## src/rtl/esb_pkg.sv

```systemverilog
`timescale 1ns/1ps
package esb_pkg;
  typedef logic [7:0] byte_t;

  typedef enum logic {
    REG_CFG    = 1'b0,
    REG_STATUS = 1'b1
  } reg_sel_e;

  localparam int STAT_FLAG_BIT = 0;
  localparam int STAT_DIR_BIT  = 1;

  // (slot + step) modulo the slot count
  function automatic int slot_step(input int slot, input int step, input int n);
    return (slot + step) % n;
  endfunction
endpackage

```

## src/rtl/esb_occupancy.sv

```systemverilog
`timescale 1ns/1ps
module esb_occupancy #(
  parameter int NUM_FRAMES = 2,
  localparam int SW = $clog2(NUM_FRAMES)
) (
  input  logic          clk,
  input  logic          rst_n,
  input  logic          commit,
  input  logic          take,
  output logic [SW-1:0] fill,
  output logic [SW-1:0] rslot
);
  logic [SW-1:0] fill_n, rslot_n;

  always_comb begin
    fill_n  = fill;
    rslot_n = rslot;
    if (commit && !take) fill_n = fill + SW'(1);
    if (take && !commit) fill_n = fill - SW'(1);
    if (take) rslot_n = SW'(esb_pkg::slot_step(int'(rslot), 1, NUM_FRAMES));
  end

  always_ff @(posedge clk or negedge rst_n) begin
    if (!rst_n) begin
      fill  <= '0;
      rslot <= '0;
    end else begin
      fill  <= fill_n;
      rslot <= rslot_n;
    end
  end
endmodule

```

## src/rtl/esb_wr_ctrl.sv

```systemverilog
`timescale 1ns/1ps
module esb_wr_ctrl #(
  parameter int FRAME_BYTES = 24,
  parameter int NUM_FRAMES  = 2,
  localparam int SW = $clog2(NUM_FRAMES),
  localparam int BW = $clog2(FRAME_BYTES)
) (
  input  logic          clk,
  input  logic          rst_n,
  input  logic          wr_en,
  input  logic          wr_sof,
  input  logic [SW-1:0] fill,
  input  logic [SW-1:0] rslot,
  output logic          mem_we,
  output logic [SW-1:0] mem_wslot,
  output logic [BW-1:0] mem_wbyte,
  output logic          commit,
  output logic          del_slip
);
  localparam logic [SW-1:0] FILL_FULL = SW'(NUM_FRAMES - 1);
  localparam logic [BW-1:0] LAST_BYTE = BW'(FRAME_BYTES - 1);

  logic          wactive, wactive_n;
  logic [SW-1:0] wslot, wslot_n, target;
  logic [BW-1:0] wbyte, wbyte_n;

  assign target = SW'(esb_pkg::slot_step(int'(rslot), int'(fill) + 1, NUM_FRAMES));

  always_comb begin
    wactive_n = wactive;
    wslot_n   = wslot;
    wbyte_n   = wbyte;
    mem_we    = 1'b0;
    mem_wslot = wslot;
    mem_wbyte = wbyte;
    commit    = 1'b0;
    del_slip  = 1'b0;
    if (wr_en) begin
      if (wr_sof) begin
        if (fill == FILL_FULL) begin
          del_slip  = 1'b1;
          wactive_n = 1'b0;
        end else begin
          mem_we    = 1'b1;
          mem_wslot = target;
          mem_wbyte = '0;
          wslot_n   = target;
          wbyte_n   = BW'(1);
          wactive_n = 1'b1;
        end
      end else if (wactive) begin
        mem_we = 1'b1;
        if (wbyte == LAST_BYTE) begin
          commit    = 1'b1;
          wactive_n = 1'b0;
          wbyte_n   = '0;
        end else begin
          wbyte_n = wbyte + BW'(1);
        end
      end
    end
  end

  always_ff @(posedge clk or negedge rst_n) begin
    if (!rst_n) begin
      wactive <= 1'b0;
      wslot   <= '0;
      wbyte   <= '0;
    end else begin
      wactive <= wactive_n;
      wslot   <= wslot_n;
      wbyte   <= wbyte_n;
    end
  end
endmodule

```

## src/rtl/esb_rd_ctrl.sv

```systemverilog
`timescale 1ns/1ps
module esb_rd_ctrl #(
  parameter int FRAME_BYTES = 24,
  parameter int NUM_FRAMES  = 2,
  localparam int SW = $clog2(NUM_FRAMES),
  localparam int BW = $clog2(FRAME_BYTES)
) (
  input  logic          clk,
  input  logic          rst_n,
  input  logic          rd_en,
  input  logic          rd_sof,
  input  logic [SW-1:0] fill,
  input  logic [SW-1:0] rslot,
  output logic          mem_re,
  output logic [SW-1:0] mem_rslot,
  output logic [BW-1:0] mem_rbyte,
  output logic          take,
  output logic          dup_slip
);
  localparam logic [BW-1:0] LAST_BYTE = BW'(FRAME_BYTES - 1);

  logic [BW-1:0] rbyte, rbyte_n;

  always_comb begin
    rbyte_n   = rbyte;
    mem_re    = 1'b0;
    mem_rslot = rslot;
    mem_rbyte = rbyte;
    take      = 1'b0;
    dup_slip  = 1'b0;
    if (rd_en) begin
      mem_re = 1'b1;
      if (rd_sof) begin
        mem_rbyte = '0;
        rbyte_n   = BW'(1);
        if (fill == '0) begin
          dup_slip = 1'b1;
        end else begin
          take      = 1'b1;
          mem_rslot = SW'(esb_pkg::slot_step(int'(rslot), 1, NUM_FRAMES));
        end
      end else begin
        rbyte_n = (rbyte == LAST_BYTE) ? '0 : rbyte + BW'(1);
      end
    end
  end

  always_ff @(posedge clk or negedge rst_n) begin
    if (!rst_n) rbyte <= '0;
    else        rbyte <= rbyte_n;
  end
endmodule

```

## src/rtl/esb_store.sv

```systemverilog
`timescale 1ns/1ps
module esb_store #(
  parameter int FRAME_BYTES = 24,
  parameter int NUM_FRAMES  = 2,
  localparam int SW    = $clog2(NUM_FRAMES),
  localparam int BW    = $clog2(FRAME_BYTES),
  localparam int DEPTH = FRAME_BYTES * NUM_FRAMES,
  localparam int AW    = $clog2(DEPTH)
) (
  input  logic          clk,
  input  logic          rst_n,
  input  logic          we,
  input  logic [SW-1:0] wslot,
  input  logic [BW-1:0] wbyte,
  input  esb_pkg::byte_t wdata,
  input  logic          re,
  input  logic [SW-1:0] rslot,
  input  logic [BW-1:0] rbyte,
  output esb_pkg::byte_t rdata
);
  esb_pkg::byte_t mem [DEPTH];
  logic [AW-1:0]  waddr, raddr;

  assign waddr = AW'(int'(wslot) * FRAME_BYTES + int'(wbyte));
  assign raddr = AW'(int'(rslot) * FRAME_BYTES + int'(rbyte));

  always_ff @(posedge clk) begin
    if (we) mem[waddr] <= wdata;
  end

  always_ff @(posedge clk or negedge rst_n) begin
    if (!rst_n)  rdata <= '0;
    else if (re) rdata <= mem[raddr];
  end
endmodule

```

## src/rtl/esb_status.sv

```systemverilog
`timescale 1ns/1ps
module esb_status (
  input  logic       clk,
  input  logic       rst_n,
  input  logic       reg_addr,
  input  logic       reg_wr,
  input  logic       reg_rd,
  input  logic       reg_wdata,
  input  logic       del_slip,
  input  logic       dup_slip,
  output logic [1:0] reg_rdata,
  output logic       slip_flag,
  output logic       slip_dir,
  output logic       slip_ie,
  output logic       irq
);
  import esb_pkg::*;

  logic       flag_n, dir_n, ie_n;
  logic [1:0] rdata_n, status_word;

  always_comb begin
    status_word                = '0;
    status_word[STAT_FLAG_BIT] = slip_flag;
    status_word[STAT_DIR_BIT]  = slip_dir;
  end

  always_comb begin
    ie_n    = slip_ie;
    flag_n  = slip_flag;
    dir_n   = slip_dir;
    rdata_n = reg_rdata;
    if (reg_wr && reg_addr == REG_CFG) ie_n = reg_wdata;
    if (reg_rd) begin
      rdata_n = (reg_addr == REG_STATUS) ? status_word : {1'b0, slip_ie};
      if (reg_addr == REG_STATUS) flag_n = 1'b0;
    end
    if (del_slip) begin
      flag_n = 1'b1;
      dir_n  = 1'b1;
    end else if (dup_slip) begin
      flag_n = 1'b1;
      dir_n  = 1'b0;
    end
  end

  always_ff @(posedge clk or negedge rst_n) begin
    if (!rst_n) begin
      slip_ie   <= 1'b0;
      slip_flag <= 1'b0;
      slip_dir  <= 1'b0;
      reg_rdata <= '0;
    end else begin
      slip_ie   <= ie_n;
      slip_flag <= flag_n;
      slip_dir  <= dir_n;
      reg_rdata <= rdata_n;
    end
  end

  assign irq = slip_flag & slip_ie;
endmodule

```

## src/rtl/frame_slip_store.sv

```systemverilog
`timescale 1ns/1ps
module frame_slip_store #(
  parameter int FRAME_BYTES = 24,
  parameter int NUM_FRAMES  = 2,
  localparam int SW = $clog2(NUM_FRAMES),
  localparam int BW = $clog2(FRAME_BYTES)
) (
  input  logic       clk,
  input  logic       rst_n,
  input  logic       wr_en,
  input  logic       wr_sof,
  input  logic [7:0] wr_data,
  input  logic       rd_en,
  input  logic       rd_sof,
  output logic [7:0] rd_data,
  input  logic       reg_addr,
  input  logic       reg_wr,
  input  logic       reg_rd,
  input  logic       reg_wdata,
  output logic [1:0] reg_rdata,
  output logic       irq
);
  logic [1:0]    rst_pipe;
  logic          rst_sync_n;
  logic [SW-1:0] fill, rslot, mem_wslot, mem_rslot;
  logic [BW-1:0] mem_wbyte, mem_rbyte;
  logic          mem_we, mem_re, commit, take, del_slip, dup_slip;
  logic          slip_flag, slip_dir, slip_ie;

  always_ff @(posedge clk or negedge rst_n) begin
    if (!rst_n) rst_pipe <= '0;
    else        rst_pipe <= {rst_pipe[0], 1'b1};
  end
  assign rst_sync_n = rst_pipe[1];

  esb_occupancy #(.NUM_FRAMES(NUM_FRAMES)) u_occ (
    .clk(clk), .rst_n(rst_sync_n), .commit(commit), .take(take),
    .fill(fill), .rslot(rslot));

  esb_wr_ctrl #(.FRAME_BYTES(FRAME_BYTES), .NUM_FRAMES(NUM_FRAMES)) u_wr (
    .clk(clk), .rst_n(rst_sync_n), .wr_en(wr_en), .wr_sof(wr_sof),
    .fill(fill), .rslot(rslot), .mem_we(mem_we), .mem_wslot(mem_wslot),
    .mem_wbyte(mem_wbyte), .commit(commit), .del_slip(del_slip));

  esb_rd_ctrl #(.FRAME_BYTES(FRAME_BYTES), .NUM_FRAMES(NUM_FRAMES)) u_rd (
    .clk(clk), .rst_n(rst_sync_n), .rd_en(rd_en), .rd_sof(rd_sof),
    .fill(fill), .rslot(rslot), .mem_re(mem_re), .mem_rslot(mem_rslot),
    .mem_rbyte(mem_rbyte), .take(take), .dup_slip(dup_slip));

  esb_store #(.FRAME_BYTES(FRAME_BYTES), .NUM_FRAMES(NUM_FRAMES)) u_mem (
    .clk(clk), .rst_n(rst_sync_n), .we(mem_we), .wslot(mem_wslot),
    .wbyte(mem_wbyte), .wdata(wr_data), .re(mem_re), .rslot(mem_rslot),
    .rbyte(mem_rbyte), .rdata(rd_data));

  esb_status u_stat (
    .clk(clk), .rst_n(rst_sync_n), .reg_addr(reg_addr), .reg_wr(reg_wr),
    .reg_rd(reg_rd), .reg_wdata(reg_wdata), .del_slip(del_slip),
    .dup_slip(dup_slip), .reg_rdata(reg_rdata), .slip_flag(slip_flag),
    .slip_dir(slip_dir), .slip_ie(slip_ie), .irq(irq));
endmodule

```

## config.mk

```make
export PLATFORM = sky130hd
export DESIGN_NAME = frame_slip_store
export DESIGN_NICKNAME = d
export VERILOG_FILES = /design/src/rtl/esb_pkg.sv /design/src/rtl/esb_occupancy.sv /design/src/rtl/esb_wr_ctrl.sv /design/src/rtl/esb_rd_ctrl.sv /design/src/rtl/esb_store.sv /design/src/rtl/esb_status.sv /design/src/rtl/frame_slip_store.sv
export SDC_FILE = /design/constraint.sdc
export NUM_CORES = 1
export LEC_CHECK = 0
export BUFFER_PORTS_ARGS = -buffer_cell sky130_fd_sc_hd__clkbuf_2
export CAP_MARGIN = 15
export CORE_MARGIN = 2
export CORE_UTILIZATION = 56
export CTS_BUF_LIST = sky130_fd_sc_hd__clkbuf_16
export CTS_CLUSTER_DIAMETER = 40
export DETAILED_ROUTE_END_ITERATION = 8
export PLACE_DENSITY = 0.75
export RECOVER_POWER = 50
export SLEW_MARGIN = 10
export SYNTH_ARGS = -nofsm -noshare
export SYNTH_HDL_FRONTEND = slang
export SYNTH_SLANG_ARGS = --single-unit
```

## constraint.sdc

```tcl
create_clock -name clk -period 0.8 [get_ports clk]
set_input_delay 0.16 -clock clk [delete_from_list [all_inputs] [get_ports clk]]
set_output_delay 0.16 -clock clk [all_outputs]
set_load 0.02 [all_outputs]
```

## Word-level counts from Yosys, hierarchy flattened

Memory sizes are Yosys's and may differ from the RTL's. A register that Yosys moved wholly into a read port is not among the register bits.
Index checks and enable logic that the tools add are counted.

| storage, ports and cells | value |
|---|---|
| register bits after elaboration | 21 |
| bits in writable memories | 384 |
| input port bits | 18 |
| output and inout port bits | 11 |
| word-level logic and storage cells | 88 |
| memories kept | 1 |

Memories:

| name | depth | bits a word | rd ports | clocked after Yosys merged registers in | write ports | line | source |
|---|---|---|---|---|---|---|---|
| u_mem.mem | 48 | 8 | 1 | 1 | 1 | esb_store.sv:21 | `esb_pkg::byte_t mem [DEPTH];` |

| operators by class | value |
|---|---|
| add/sub/neg operators | 9 |
| multipliers | 2 |
| equal/unequal tests | 3 |
| muxes and demuxes | 47 |
| bitwise gates (word level) | 2 |
| reductions and logical operators | 13 |

Operators by type and width:

| kind | count |
|---|---|
| 2-to-1 mux 5 bit | 11 |
| 2-to-1 mux 1 bit | 35 |
| adder 6 bit | 2 |
| adder 5 x 1 -> 5 bit, second input constant | 2 |
| equality test 5 bit, second input constant | 2 |
| multiplier 1 x 2 -> 3 bit, second input constant | 2 |
| nonzero test 2 bit | 3 |
| nonzero test 3 bit | 2 |
| adder 1 bit, second input constant | 3 |
| logical AND 1 bit | 3 |
| zero test 1 bit | 3 |
| AND reduction 3 bit | 1 |
| 2-to-1 mux 2 bit | 1 |
| != test 2 bit, second input constant | 1 |
| AND reduction 2 bit | 1 |
| adder 1 bit | 1 |
| AND 1 bit | 1 |
| NOT 1 bit | 1 |
| subtractor 1 bit, second input constant | 1 |

## Logic depth before layout (Yosys ltp)

| depth | value |
|---|---|
| word-level depth | 8 |
| depth in mapped cells | 15 |
| mapped depth without buffers | 12 |

## Cells and area by module

Synthesis repeated with hierarchy kept, for this count alone.

| unflattened totals | value |
|---|---|
| cell total of the unflattened synthesis | 835 |
| area, all modules | 16408.2 µm² |

Modules (own cells, without submodules):

| module | times used | cells an instance | area each (µm²) | sequential area each (µm²) |
|---|---|---|---|---|
| esb_store | 1 | 728 | 15307.2 | 11731.3 |
| esb_wr_ctrl | 1 | 47 | 445.4 | 175.2 |
| esb_rd_ctrl | 1 | 35 | 310.3 | 125.1 |
| esb_status | 1 | 18 | 209.0 | 125.1 |
| esb_occupancy | 1 | 4 | 82.6 | 50.0 |
| frame_slip_store | 1 | 3 | 53.8 | 50.0 |

## Least setup slack after synthesis

Ideal clock, no wire load.

| timing | value |
|---|---|
| path type | register to register |
| start point | register u_occ.fill |
| end point | memory u_mem.mem[39][0] (netlist name) (enable) |
| setup time | 370 ps |
| arrival time | 2982 ps |
| data required time | 430 ps |
| slack | -2553 ps |
| stages on the path, launching flop included | 12 |
| buffers on the path | 2 |
| period minus slack after synthesis | 3353 ps |
| cells stage by stage | dfrtp_1 -> nand3b_1 -> clkbuf_1 -> nand2_1 -> o21a_1 -> inv_1 -> ha_1 -> inv_1 -> fa_1 -> or4b_2 -> clkbuf_1 -> nor2_1 |

| on the way | value |
|---|---|
| cells in the longest elaborated chain, start to end | 7 |
| elaborated cells between the ends (all ways) | 15 |
| those cells by class | add/sub: 3; mul: 1; mux: 11 |

Ends and longest elaborated chain:

| element | line | source |
|---|---|---|
| from (decl) | esb_occupancy.sv:10 | `output logic [SW-1:0] fill,` |
| from (signal assigned) | esb_occupancy.sv:28 | `fill <= fill_n;` |
| adder 1 bit | esb_wr_ctrl.sv:27 | `assign target = SW'(esb_pkg::slot_step(int'(rslot), int'(fill) + 1, NUM_FRAMES));` |
| adder 1 bit | esb_pkg.sv:15 | `return (slot + step) % n;` |
| 2-to-1 mux 1 bit (*) (2 in a row) | -- |  |
| 2-to-1 mux 1 bit (*) | esb_wr_ctrl.sv:38 | `if (wr_en) begin` |
| named net mem_wslot | frame_slip_store.sv:25 | `logic [SW-1:0] fill, rslot, mem_wslot, mem_rslot;` |
| multiplier 1 x 2 -> 3 bit (*) | esb_store.sv:24 | `assign waddr = AW'(int'(wslot) * FRAME_BYTES + int'(wbyte));` |
| adder 6 bit (*) | esb_store.sv:24 |  |
| to (decl) | esb_store.sv:21 |  |

Mark *: on every way through the listed nets, which the timed path passes. The rest lies on a longest branch.

## Worst setup path after layout

| timing | value |
|---|---|
| start point | register u_occ.fill |
| end point | memory u_mem.mem[36][5] (netlist name) (enable) |

The elaborated chain is that of the path after synthesis.

==> results.toml <==
[outcome]
outcome = "complete, but fails checks"
failing_checks = "negative setup slack"

[floorplan]
die-width_um = 178
rows = 63
design.portCount = 29
floorplan.initialDensity_pct = 57.0
floorplan.core_area_mm2 = 0.0298
fp.dieArea_mm2 = 0.0318
fp.dieH_um = 178

[power]
post-layout-total-power_w = 0.0587
power_density_mw_per_mm2 = 2660
power.leakage_nw = 7.72
ir_drop_uv = 2020

[synthesis]
synth.avg_cell_area_um2 = 14.8
synth_edf_count = 384
synth_async_sr_flop_share_pct = 7.02
ys_types = 58
post_synth_mux_area_share_pct = 5.93
yosys.area_share.xor_xnor_pct = 0.155
ys_seq_area_share_pct = 72.1
main_combinational_cell_family_by_area_after_synthesis = "compound AO/OA/AOI/OAI gates"
synth_simple_gate_area_share_pct = 6.85
synth_adder_area_share_pct = 0.530
fraction_of_the_mapped_netlist_area_in_compound_gates_pct = 11.7
yosys_most_used_dff = "sky130_fd_sc_hd__edfxtp_1"
ys_ff_latch = 413
postSynthCellCount = 1146
synth.cell_area_mm2 = 0.0170
synth_warnings = 0
syn-num-nets = 1170

[route]
vias_per_cell = 6.52
ant_nets = 0
route.detailed.drc = 0
first_iter_violations = 1820
detail_route.first_pass.iterations = 6
detailroute.via_count = 12000
finalWirelength_mm = 48.9
wl_per_cell_um = 26.6

[final_layout]
layout.filler_cells = 1686
drive_gt1_share_pct = 35.1
layout.nets = 1435
diodes = 0
syn_to_final_growth_pct = 30.1
mostFrequentLayoutCells = "sky130_fd_sc_hd__edfxtp_1, sky130_fd_sc_hd__buf_4, sky130_fd_sc_hd__nand2_1"
final_common_cell = "sky130_fd_sc_hd__edfxtp_1"

[clocking]
cts_root_buf = "sky130_fd_sc_hd__clkbuf_16"
max-clock-path-buffers = 3
cts_tree = "yes"
clk_pin_slew_ps = 60
clock-sinks = 413
cts_buffers = 47
cts-htree-levels = 2
clk-insertion-delay-late_ps = 550

[timing]
final.setup_skew_ps = 16.6
maxSlewHeadroom_pct = 46.3
final-max-slew-violation-count = 0
worst_slew_pin_slew_ps = 806
final_min_period_over_clock_period_pct = 358
grt_setup_unrepaired = "true"
final-hold-violation-count = 0
postLayoutSetupSlackWorst_ps = -2060
max_freq_ghz = 0.350
whs_ps = 39.1
timing.final.setup_violations = 421
period_minus_slack_ps = 2860
final.setup.tns_ps = -777260

[global_routing]
grt_use_total_pct = 30.7
grt_pass1_vias = 11700
maximum_number_of_pins_on_one_net_before_global_route_repair = 50
global_route.overflow_total = 0
antenna_found_initial = 0
grt_pass1_wl_mm = 71.1

[critical_path]
slowest_delay_ps = 670
path_max_fanout = 8
crit_path_cell_trace = "nand3b_1, o21a_1, inv_2, ha_4, inv_2, fa_1, or4b_4, nor2_4"
regToRegSetupSlack_ps = -2060
worst-endpoint-required_ps = 1030
cp_num_buf_inv = 2
critical_path_arrival_ps = 3090
cell_type_with_the_highest_occurrence_count_on_the_critical_path = "sky130_fd_sc_hd__inv_2"
critical-path-slowest-cell = "sky130_fd_sc_hd__or4b_4"
crit_path_end_kind = "flop"
worst_path_dominant_cell_family = "simple AND/OR/NAND/NOR gates"
path_class = "reg2reg"
critical_path_source_type = "flop"

[worst_hold_path]
timing.hold.worst.class = "in2reg"

[placed_design]
dp_hpwl_mm = 29.7
numPortBuffers = 28
last_weighted_congestion_value_of_the_routability_driven_placer = 0.952

[job]
total_of_max_cap_violations = 0
[layout make-up]
type                    count  area (um2)  area share [%]
flip-flops and latches    413       12300            55.4
well taps                 390         488            2.21
repair buffers            292        2630            11.9
clock buffers              49        1230            5.54
multi-input cells         642        5070            22.9
inverters                  15        56.3           0.255
clock inverters            36         380            1.72
[worst register-to-register path: stages, from the launching register on]
cell                       delay [ps]
sky130_fd_sc_hd__dfrtp_1          390
sky130_fd_sc_hd__nand3b_1         230
sky130_fd_sc_hd__o21a_1           230
sky130_fd_sc_hd__inv_2             90
sky130_fd_sc_hd__ha_4             130
sky130_fd_sc_hd__inv_2             30
sky130_fd_sc_hd__fa_1             510
sky130_fd_sc_hd__or4b_4           670
sky130_fd_sc_hd__nor2_4           280
[path summary, 6_finish.rpt]
path,from,to,depth (start not counted)
setup / recovery,u_occ.fill,u_mem.mem[36][5],8
hold / removal,reg_wr,u_stat.slip_ie,3
setup reg to reg,u_occ.fill,u_mem.mem[36][5],8
hold reg to reg,rst_pipe[1],u_stat.slip_flag,1
max in group asynchronous,rst_n,rst_pipe[1],3
min in group asynchronous,rst_pipe[1],u_stat.slip_flag,1
[state kept, by name, indices dropped and copies added, names as in the netlist]
name and count:
u_stat.reg_rdata 2, u_occ.fill 1, u_stat.slip_dir 1, u_occ.rslot 1, u_stat.slip_ie 1, u_rd.rbyte 5, u_mem.mem 384, u_mem.rdata 8
u_stat.slip_flag 1, u_wr.wbyte 5, rst_pipe 2, u_wr.wslot 1, u_wr.wactive 1
[repair_timing]
item                       in CTS  in global routing
pin swaps                      32                 15
setup endpoints to repair     419                421
hold buffers                    5                  0
setup buffers                  37                 16
gates resized for setup       207                 45
hold endpoints to repair        6                  0
[cells by family (layout without fill, tap and decap cells)]
family                     count (synthesis)  after routing
DFF                                      413            413
buffers and inverters                     91            392
other                                      1              1
adders and majority gates                  6              6
and+or+nand+nor                          270            270
muxes                                     78             78
AOI/OAI and AO/OA                        284            284
xor gates and xnor gates                   3              3
[stage by stage]
stage	std cells	setup slack [ps]	util [%]	instance area [um2]
after floorplan	1146	-2100	-	17100
after global placement	1700	-2050	64.4	19200
after detailed placement	1700	-2170	64.4	19200
after CTS	1825	-1970	73.8	22000
after global routing	1837	-2180	74.2	22100
final	1837	-2060	74.2	22100
[Yosys cell counts (17+ instances only)]
library cell	instances	share of area [%]
sky130_fd_sc_hd__dfrtp_1	29	4.3
sky130_fd_sc_hd__a31oi_1	24	0.88
sky130_fd_sc_hd__nor2_1	110	2.4
sky130_fd_sc_hd__a21oi_1	70	2.1
sky130_fd_sc_hd__a221o_1	18	1.1
sky130_fd_sc_hd__clkbuf_1	19	0.42
sky130_fd_sc_hd__nand3_1	31	0.91
sky130_fd_sc_hd__edfxtp_1	384	68
sky130_fd_sc_hd__mux4_2	17	2.3
sky130_fd_sc_hd__o221ai_1	35	1.8
sky130_fd_sc_hd__o211ai_1	30	1.3
sky130_fd_sc_hd__buf_2	37	1.1
sky130_fd_sc_hd__mux2i_1	49	2.9
sky130_fd_sc_hd__o21ai_0	42	1.2
sky130_fd_sc_hd__nand2_1	90	2.0
[per-layer routing]
layer	global-route usage, %	part of all wire [%]	vias up
met5	0	0	-
met4	11.6	4.8	0
met3	5.95	12	198
met2	49.7	47	906
met1	41.7	37	5837
li1	-	-	5045
[power breakdown]
part | internal [W] | leakage [nW] | total (W) | switching [W]
combinational | 0.00532 | 3.11 | 0.0123 | 0.00695
clock | 0.0130 | 0.798 | 0.0220 | 0.00904
sequential | 0.0241 | 3.81 | 0.0245 | 0.000351
Note: power is estimated with default switching activity, not from simulation.
